===== config.mk =====
export PLATFORM = sky130hd
export DESIGN_NAME = audio_mclk_divider
export DESIGN_NICKNAME = d
export VERILOG_FILES = /design/src/rtl/amck_pkg.sv /design/src/rtl/amck_mode_dec.sv /design/src/rtl/amck_clk_gen.sv /design/src/rtl/audio_mclk_divider.sv
export SDC_FILE = /design/constraint.sdc
export NUM_CORES = 1
export LEC_CHECK = 0
export ABC_CLOCK_PERIOD_IN_PS = 1900
export BUFFER_PORTS_ARGS = -buffer_cell sky130_fd_sc_hd__buf_2
export CAP_MARGIN = 30
export CORE_MARGIN = 2
export CORE_UTILIZATION = 55
export DETAILED_ROUTE_END_ITERATION = 8
export PLACE_DENSITY = 0.87
export SKIP_LAST_GASP = 1
export SYNTH_ARGS = -nofsm -noshare
export SYNTH_HDL_FRONTEND = slang
export SYNTH_SLANG_ARGS = --single-unit

===== constraint.sdc =====
create_clock -name mclk_i -period 1.9 [get_ports mclk_i]
set_input_delay 0.38 -clock mclk_i [delete_from_list [all_inputs] [get_ports mclk_i]]
set_output_delay 0.38 -clock mclk_i [all_outputs]
set_load 0.005 [all_outputs]

===== src/rtl/amck_pkg.sv =====
package amck_pkg;
    localparam int unsigned HALF_W = 3;

    typedef enum logic [1:0] {
        PIN_SLAVE_CMOS = 2'd0,
        PIN_SLAVE_TTL  = 2'd1,
        PIN_MASTER     = 2'd2,
        PIN_RESERVED   = 2'd3
    } pin_kind_e;

    typedef struct packed {
        pin_kind_e         kind;
        logic [HALF_W-1:0] half;
    } pin_mode_t;
endpackage


===== src/rtl/amck_mode_dec.sv =====
module amck_mode_dec
    import amck_pkg::*;
#(
    parameter int unsigned HALF_256 = 2,
    parameter int unsigned HALF_384 = 3,
    parameter int unsigned HALF_512 = 4,
    parameter int unsigned HALF_768 = 6
) (
    input  logic [2:0] sel_i,
    output pin_mode_t  mode_o
);
    always_comb begin
        mode_o.kind = PIN_RESERVED;
        mode_o.half = '0;
        case (sel_i)
            3'b000: mode_o.kind = PIN_SLAVE_CMOS;
            3'b100: mode_o.kind = PIN_SLAVE_TTL;
            3'b010: begin mode_o.kind = PIN_MASTER; mode_o.half = HALF_W'(HALF_256); end
            3'b110: begin mode_o.kind = PIN_MASTER; mode_o.half = HALF_W'(HALF_384); end
            3'b011: begin mode_o.kind = PIN_MASTER; mode_o.half = HALF_W'(HALF_512); end
            3'b111: begin mode_o.kind = PIN_MASTER; mode_o.half = HALF_W'(HALF_768); end
            default: mode_o.kind = PIN_RESERVED;
        endcase
    end
endmodule


===== src/rtl/amck_clk_gen.sv =====
module amck_clk_gen
    import amck_pkg::*;
#(
    parameter int unsigned FRAME_BCLKS = 64
) (
    input  logic              mclk_i,
    input  logic              pwr_n_i,
    input  logic              run_en_i,
    input  logic [HALF_W-1:0] half_i,
    input  logic [2:0]        sel_i,
    output logic              bclk_o,
    output logic              fclk_o
);
    localparam int unsigned    CNT_W = $clog2(FRAME_BCLKS);
    localparam logic [CNT_W-1:0] MID = CNT_W'(FRAME_BCLKS / 2);

    typedef struct packed {
        logic              run;
        logic [2:0]        tag;
        logic [HALF_W-1:0] div;
        logic              bclk;
        logic [CNT_W-1:0]  bitn;
        logic              fclk;
    } gen_st_t;

    gen_st_t st_d, st_q;
    logic    last_mclk;

    assign last_mclk = (st_q.div >= (half_i - HALF_W'(1)));

    always_comb begin
        st_d = st_q;
        if (!run_en_i || (sel_i != st_q.tag)) begin
            st_d     = '0;
            st_d.tag = sel_i;
        end else if (!st_q.run) begin
            st_d.run  = 1'b1;
            st_d.fclk = 1'b1;
            st_d.bclk = 1'b0;
            st_d.div  = '0;
            st_d.bitn = '0;
        end else if (last_mclk) begin
            st_d.div  = '0;
            st_d.bclk = ~st_q.bclk;
            if (st_q.bclk) begin
                st_d.bitn = st_q.bitn + CNT_W'(1);
                if (st_d.bitn == MID) begin
                    st_d.fclk = 1'b0;
                end else if (st_d.bitn == '0) begin
                    st_d.fclk = 1'b1;
                end
            end
        end else begin
            st_d.div = st_q.div + HALF_W'(1);
        end
    end

    always_ff @(posedge mclk_i or negedge pwr_n_i) begin
        if (!pwr_n_i) begin
            st_q <= '0;
        end else begin
            st_q <= st_d;
        end
    end

    assign bclk_o = st_q.bclk;
    assign fclk_o = st_q.fclk;

    assert_fclk_on_bclk_fall_R6: assert property (@(posedge mclk_i) disable iff (!pwr_n_i)
        (st_q.run && $past(st_q.run) && (st_q.fclk != $past(st_q.fclk))) |-> $fell(st_q.bclk));

    assert_idle_clocks_low_R2: assert property (@(posedge mclk_i) disable iff (!pwr_n_i)
        !run_en_i |=> (!bclk_o && !fclk_o));

    assert_bclk_hold_R4: assert property (@(posedge mclk_i) disable iff (!pwr_n_i)
        (st_q.run && run_en_i && (sel_i == st_q.tag) && !last_mclk) |=> $stable(bclk_o));

    assert_start_left_half_R8: assert property (@(posedge mclk_i) disable iff (!pwr_n_i)
        $rose(st_q.run) |-> (fclk_o && !bclk_o));
endmodule


===== src/rtl/audio_mclk_divider.sv =====
module audio_mclk_divider
    import amck_pkg::*;
#(
    parameter int unsigned FRAME_BCLKS = 64,
    parameter int unsigned HALF_256    = 2,
    parameter int unsigned HALF_384    = 3,
    parameter int unsigned HALF_512    = 4,
    parameter int unsigned HALF_768    = 6
) (
    input  logic       mclk_i,
    input  logic       pwr_n_i,
    input  logic [2:0] sel_i,
    output logic       fclk_o,
    output logic       bclk_o,
    output logic       master_o,
    output logic       ttl_o,
    output logic       rsvd_o
);
    pin_mode_t mode;

    amck_mode_dec #(
        .HALF_256(HALF_256),
        .HALF_384(HALF_384),
        .HALF_512(HALF_512),
        .HALF_768(HALF_768)
    ) i_dec (
        .sel_i (sel_i),
        .mode_o(mode)
    );

    assign master_o = (mode.kind == PIN_MASTER);
    assign ttl_o    = (mode.kind == PIN_SLAVE_TTL);
    assign rsvd_o   = (mode.kind == PIN_RESERVED);

    amck_clk_gen #(
        .FRAME_BCLKS(FRAME_BCLKS)
    ) i_gen (
        .mclk_i  (mclk_i),
        .pwr_n_i (pwr_n_i),
        .run_en_i(master_o),
        .half_i  (mode.half),
        .sel_i   (sel_i),
        .bclk_o  (bclk_o),
        .fclk_o  (fclk_o)
    );

    assert_flags_exclusive_R3: assert property (@(posedge mclk_i) disable iff (!pwr_n_i)
        $onehot0({master_o, ttl_o, rsvd_o}));
endmodule


## Yosys cells after proc, flatten, opt, wreduce, memory -nomap -nowiden

Index checks and enable logic that the tools add are counted.

- Add/sub/neg operators: 3
- Order comparisons: 1
- Equal/unequal tests: 13
- Muxes and demuxes: 10
- Bitwise operators: 1
- Reduce and logical (&&, ||, !) cells: 7

Operators by type and width:

| kind | count |
|---|---|
| 11-bit 2-to-1 mux | 2 |
| 3-bit one-hot mux with 4 select lines | 1 |
| 3-bit equality test, second input constant | 3 |
| 8-bit 2-to-1 mux | 1 |
| 7-bit 2-to-1 mux | 1 |
| 6-bit by 1-bit adder with 6-bit output, second input constant | 1 |
| 3-bit by 2-bit equality test with 1-bit output, second input constant | 2 |
| 6-bit equality test, second input constant | 1 |
| 6-bit zero test | 1 |
| 3-bit inequality test, second input constant | 2 |
| 2-bit one-hot mux with 3 select lines | 1 |
| 2-bit equality test, second input constant | 2 |
| 4-bit inequality test, second input constant | 1 |
| 4-bit OR reduction | 1 |
| 3-bit by 1-bit adder with 3-bit output, second input constant | 1 |
| 3-bit >= comparator | 1 |
| 3-bit zero test | 1 |
| 1-bit 2-to-1 mux | 3 |
| 3-bit 2-to-1 mux | 1 |
| 3-bit inequality test | 1 |
| 3-bit AND reduction | 1 |
| 3-bit by 1-bit subtractor with 3-bit output, second input constant | 1 |
| 2-bit by 1-bit equality test with 1-bit output, second input constant | 1 |
| 2-bit AND reduction | 1 |
| 3 further kinds | 3 |

- Bits in registers: 15
- Bits of input ports: 5
- Output and inout port bits: 5
- Word-level logic and storage cells: 41

## Longest topological paths before layout

- Word-level depth: 8
- Mapped depth: 9
- Gate-level depth less buffers: 7

## Hierarchy

From an unflattened synthesis, not the netlist that was laid out.

- Cell total of the unflattened synthesis: 91
- Area, all modules: 882.1 sq um

Modules (own cells, without submodules):

| module | instances | cells an instance | area each (sq um) | seq. area each (sq um) |
|---|---|---|---|---|
| amck_clk_gen | 1 | 80 | 815.8 | 375.4 |
| amck_mode_dec | 1 | 8 | 43.8 | 0.0 |
| audio_mclk_divider | 1 | 3 | 22.5 | 0.0 |

## Worst setup path after synthesis

Ideal clock, no wire load.

- Kind: in2reg
- Start point: input port sel_i[0]
- End point: register i_gen.st_q[5] (netlist name)
- Library setup time: 0.078 ns
- Arrival time: 2.033 ns
- Required time: 1.822 ns
- Setup slack: -0.211 ns
- Stages on the path: 9
- Buffers on the path: 2
- Cell sequence: clkbuf_1 xnor2_1 and2_1 ha_1 nand2_1 o21a_1 buf_6 or4_1 a21oi_1

- Longest elaborated chain between the ends: 8
- Elaborated cells between the ends (all ways): 19
- Those cells by class: add/sub: 1; order compare: 1; eq/ne: 9; mux: 3; reduce/logical: 5

Ends and longest elaborated chain:

| element | RTL line | source |
|---|---|---|
| from (decl) | audio_mclk_divider.sv:12 | `input logic [2:0] sel_i,` |
| parallel branches: the longest is 8 deep, another holds 3-bit by 1-bit subtractor with 3-bit output | n/a |  |
| to (signal assigned) | amck_clk_gen.sv:62 | `st_q <= st_d;` |
| to (decl) | amck_clk_gen.sv:26 | `gen_st_t st_d, st_q;` |

Several ways; the timed one is not identified.
A chain may end at the register's enable or synchronous reset.

## Worst setup path in the final report

- Start point: input port sel_i[0]
- End point: register i_gen.st_q, in the netlist i_gen.fclk_o

- Longest elaborated chain between the ends: 8
- Elaborated cells between the ends (all ways): 20
- Those cells by class: add/sub: 1; order compare: 1; eq/ne: 10; mux: 3; reduce/logical: 5

Ends and longest elaborated chain:

| element |
|---|
| parallel branches: the longest is 8 deep, another holds 3-bit by 1-bit subtractor with 3-bit output |

Several ways; the timed one is not identified.

==> results.py <==
metrics = {
    "power_and_ir_drop": {
        "power_density_mw_per_mm2": 580.8,
        "ir_drop_mv": 0.3172,
        "p_total_mw": 0.5653,
        "p_int_mw": 0.4294,
        "comb_power_share": 0.095,
        "switchingPower_mw": 0.1360,
        "leakagePower_nw": 0.4473,
        "p_clk_frac": 0.328,
        "p_seq_frac": 0.577,
        "switching_share": 0.2405,
    },
    "setup_path": {
        "cp.required_ns": 2.09,
        "cp_max_fo": 5,
        "crit_arrival_ns": 1.92,
        "slowest_delay_ns": 0.43,
        "startpoint_type": "input pin",
        "crit_family": "compound AO/OA/AOI/OAI gates",
        "path_buf_inv": 1,
        "path_class": "input pin to register",
        "cp_cell_sequence": "buf_2 -> xnor2_1 -> and2_1 -> ha_1 -> nand2_1 -> o21ai_0 -> o2111ai_1 -> and3_1",
        "slowest_stage": "o21ai_0",
        "endpoint_kind": "register",
    },
    "timing": {
        "timing.final.crit_share": 0.9098,
        "skew_ns": 0.008753,
        "hold_slack_ns": 0.3589,
        "fmax_ghz": 0.5785,
        "final_hold_viol_count": 0,
        "setup_viol": 0,
        "fin_crit_ns": 1.729,
        "setup_tns_ns": 0,
        "grt_setup_unrepaired": "false",
        "slew-limit-headroom": 0.6517,
        "tightest_slew_ns": 0.5169,
        "finalMaxSlewViolations": 0,
    },
    "synthesis": {
        "yosys.area_share.adder": 0.07407,
        "yosys.area_share.simple": 0.2163,
        "syn_nets": 95,
        "yosysTopAreaCell": "dfrtp_1",
        "yosysSeqAreaShare": 0.4444,
        "syn-mean-instance-area_sq_um": 9.936,
        "synth_cell_type_count": 30,
        "synth_seq_cells": 15,
        "syn_inst": 85,
        "synth_area_leaders": "dfrtp_1, ha_1, xnor2_1",
        "synth_top_area_frac": 0.4444,
        "synth_xor_area_frac": 0.05185,
        "synthesis.area_sq_um": 844.6,
        "yosys_warnings": 0,
        "synth_top_family_by_area": "simple AND/OR/NAND/NOR gates",
        "synthMuxAreaShare": 0,
        "synth-compound-area-share": 0.1600,
    },
    "detailed_routing": {
        "via_count": 678,
        "vias_per_cell": 5.845,
        "drt-total-wl_um": 1591,
        "routed.top_layer": "met4",
        "first_iter_violations": 24,
        "drc": 0,
        "ant_nets": 0,
        "dr_wl_met2_um": 768,
        "wl_per_cell_um": 13.72,
        "wl_met1_um": 742,
        "dr_wl_met3_um": 56,
        "dr.pass1.iters": 4,
    },
    "cells_and_area": {
        "final_area_sq_um": 973.4,
        "multiInputGateArea_sq_um": 427.9,
        "register_area_sq_um": 375.4,
        "antenna_cells": 0,
        "fin_util": 0.6616,
        "area_growth_pct": 15.26,
        "nets": 111,
        "fillers": 125,
        "drive_above_1_share": 0.2500,
    },
    "placed_design": {
        "port_buffers": 9,
        "place_area_sq_um": 935.9,
        "place_hpwl_um": 1194,
        "gp_congestion": 0.8465,
    },
    "clocking": {
        "clk_latency_ns": 0.29,
        "cts.sinks": 15,
        "root_buffer": "clkbuf_4",
        "cts_setup_buffers": 0,
        "cts_buffers": 3,
        "path_clk_slew_ns": 0.10,
        "cts_tree": "built",
        "htree_levels": 1,
        "clk_path_buf_depth": 2,
    },
    "floorplan": {
        "initial_core_util": 0.5740,
        "core_sq_mm": 0.001471,
        "fp.dieW_um": 43.19,
        "die_h_um": 43.19,
        "io_pins": 10,
        "fp-row-count": 14,
        "die-area_sq_mm": 0.001865,
    },
    "grt": {
        "grt_max_degree": 16,
        "globalRouteOverflowTotal": 0,
        "grt_usage": 0.2046,
        "antenna_found_initial": 0,
        "grt_first_pass_wirelength_um": 2870,
        "grt_pass1_vias": 669,
    },
    "run_status": {
        "status": "finished, final reports clean",
    },
    "run": {
        "cap_viol_max_count": 0,
    },
    "min_path": {
        "holdCritPathClass": "input pin to register",
    },
}
power groups by stage:
stage	clock (mW)	combinational, mW	sequential, mW
after global routing	0.199	0.0603	0.327
after floorplan	0	0.0293	0.332
after global placement	0	0.0501	0.332
after CTS	0.189	0.0544	0.326
final	0.186	0.0535	0.326
after detailed placement	0	0.0525	0.333
metrics by stage:
| step | std cells | setup WS [ns] |
|---|---|---|
| CTS | 116 | 0.1845 |
| detailed placement | 111 | -0.1131 |
| global route | 116 | 0.06356 |
| global placement | 111 | -0.07221 |
| finish | 116 | 0.1713 |
| floorplan | 85 | -0.06099 |
path summary, 6_finish.rpt:
| kind | start | end | slack, ns | cells past startpoint |
|---|---|---|---|---|
| max in group asynchronous | pwr_n_i | i_gen.st_q[13]$_DFFE_PN0N_ | 1.13 | 2 |
| min in group asynchronous | pwr_n_i | i_gen.st_q[3]$_DFFE_PN0P_ | 0.51 | 2 |
| min reg2reg | i_gen.st_q[8]$_DFF_PN0_ | i_gen.st_q[8]$_DFF_PN0_ | 0.47 | 1 |
| max | sel_i[0] | i_gen.fclk_o$_DFFE_PN0P_ | 0.17 | 8 |
| max reg2reg | i_gen.st_q[10]$_DFF_PN0_ | i_gen.fclk_o$_DFFE_PN0P_ | 0.19 | 5 |
| min | sel_i[2] | i_gen.st_q[13]$_DFFE_PN0N_ | 0.36 | 2 |
routing by layer:
| layer | up-vias | GRT usage |
|---|---|---|
| li1 | 339 | - |
| met1 | 320 | 0.2775 |
| met2 | 15 | 0.3254 |
| met3 | 4 | 0.02553 |
| met4 | 0 | 0.09091 |
| met5 | - | 0 |
state kept, by name, indices dropped and copies added, names as in the netlist:
name          cells
i_gen.bclk_o      1
i_gen.fclk_o      1
i_gen.st_q       13
what timing repair did:
item                      4_1_cts  5_1_grt
hold endpoints to repair       15        0
resized for setup               0        0
hold buffers                    1        0
placed cells by master, fill, tap and decap left out, types with 3 or more instances in the layout:
cell,n
a21oi_1,7
and4_1,3
buf_2,9
buf_4,7
clkbuf_4,3
dfrtp_1,15
ha_1,5
inv_1,3
nand2_1,4
nand3_1,4
nor2_1,3
o21ai_0,3
o31ai_1,3
or4_1,3
xnor2_1,5
cells in the mapped netlist, drive strengths merged:
master and number:
or4 3, a21boi 2, nand3 4, buf 1, nor3b 1, a211o 2
nand3b 1, a31oi 1, nand4 1, or3 1, inv 4, o21ai 3
nor2b 2, a21oi 7, clkbuf 5, ha 5, xnor2 5, and3 3
dfrtp 15, nor2 3, o31ai 3, o2111ai 1, nor3 1, nand2 4
o21a 2, and4 3, and2 2
cell families after synthesis:
kind of cell,Yosys count
flip-flops,15
AO/OA/AOI/OAI,21
buffers and inverters,10
adder cells (fa/ha/maj),5
XOR/XNOR,5
AND/OR/NAND/NOR,29
area by class of cell:
class                   instances  share of cell area
multi-input cells              60              0.4396
flip-flops and latches         15              0.3856
repair buffers                 17              0.1105
clock buffers                   3             0.02314
well taps                      16             0.02057
inverters                       4             0.01542
clock inverters                 1            0.005141
(Power assumes the default switching activity.)
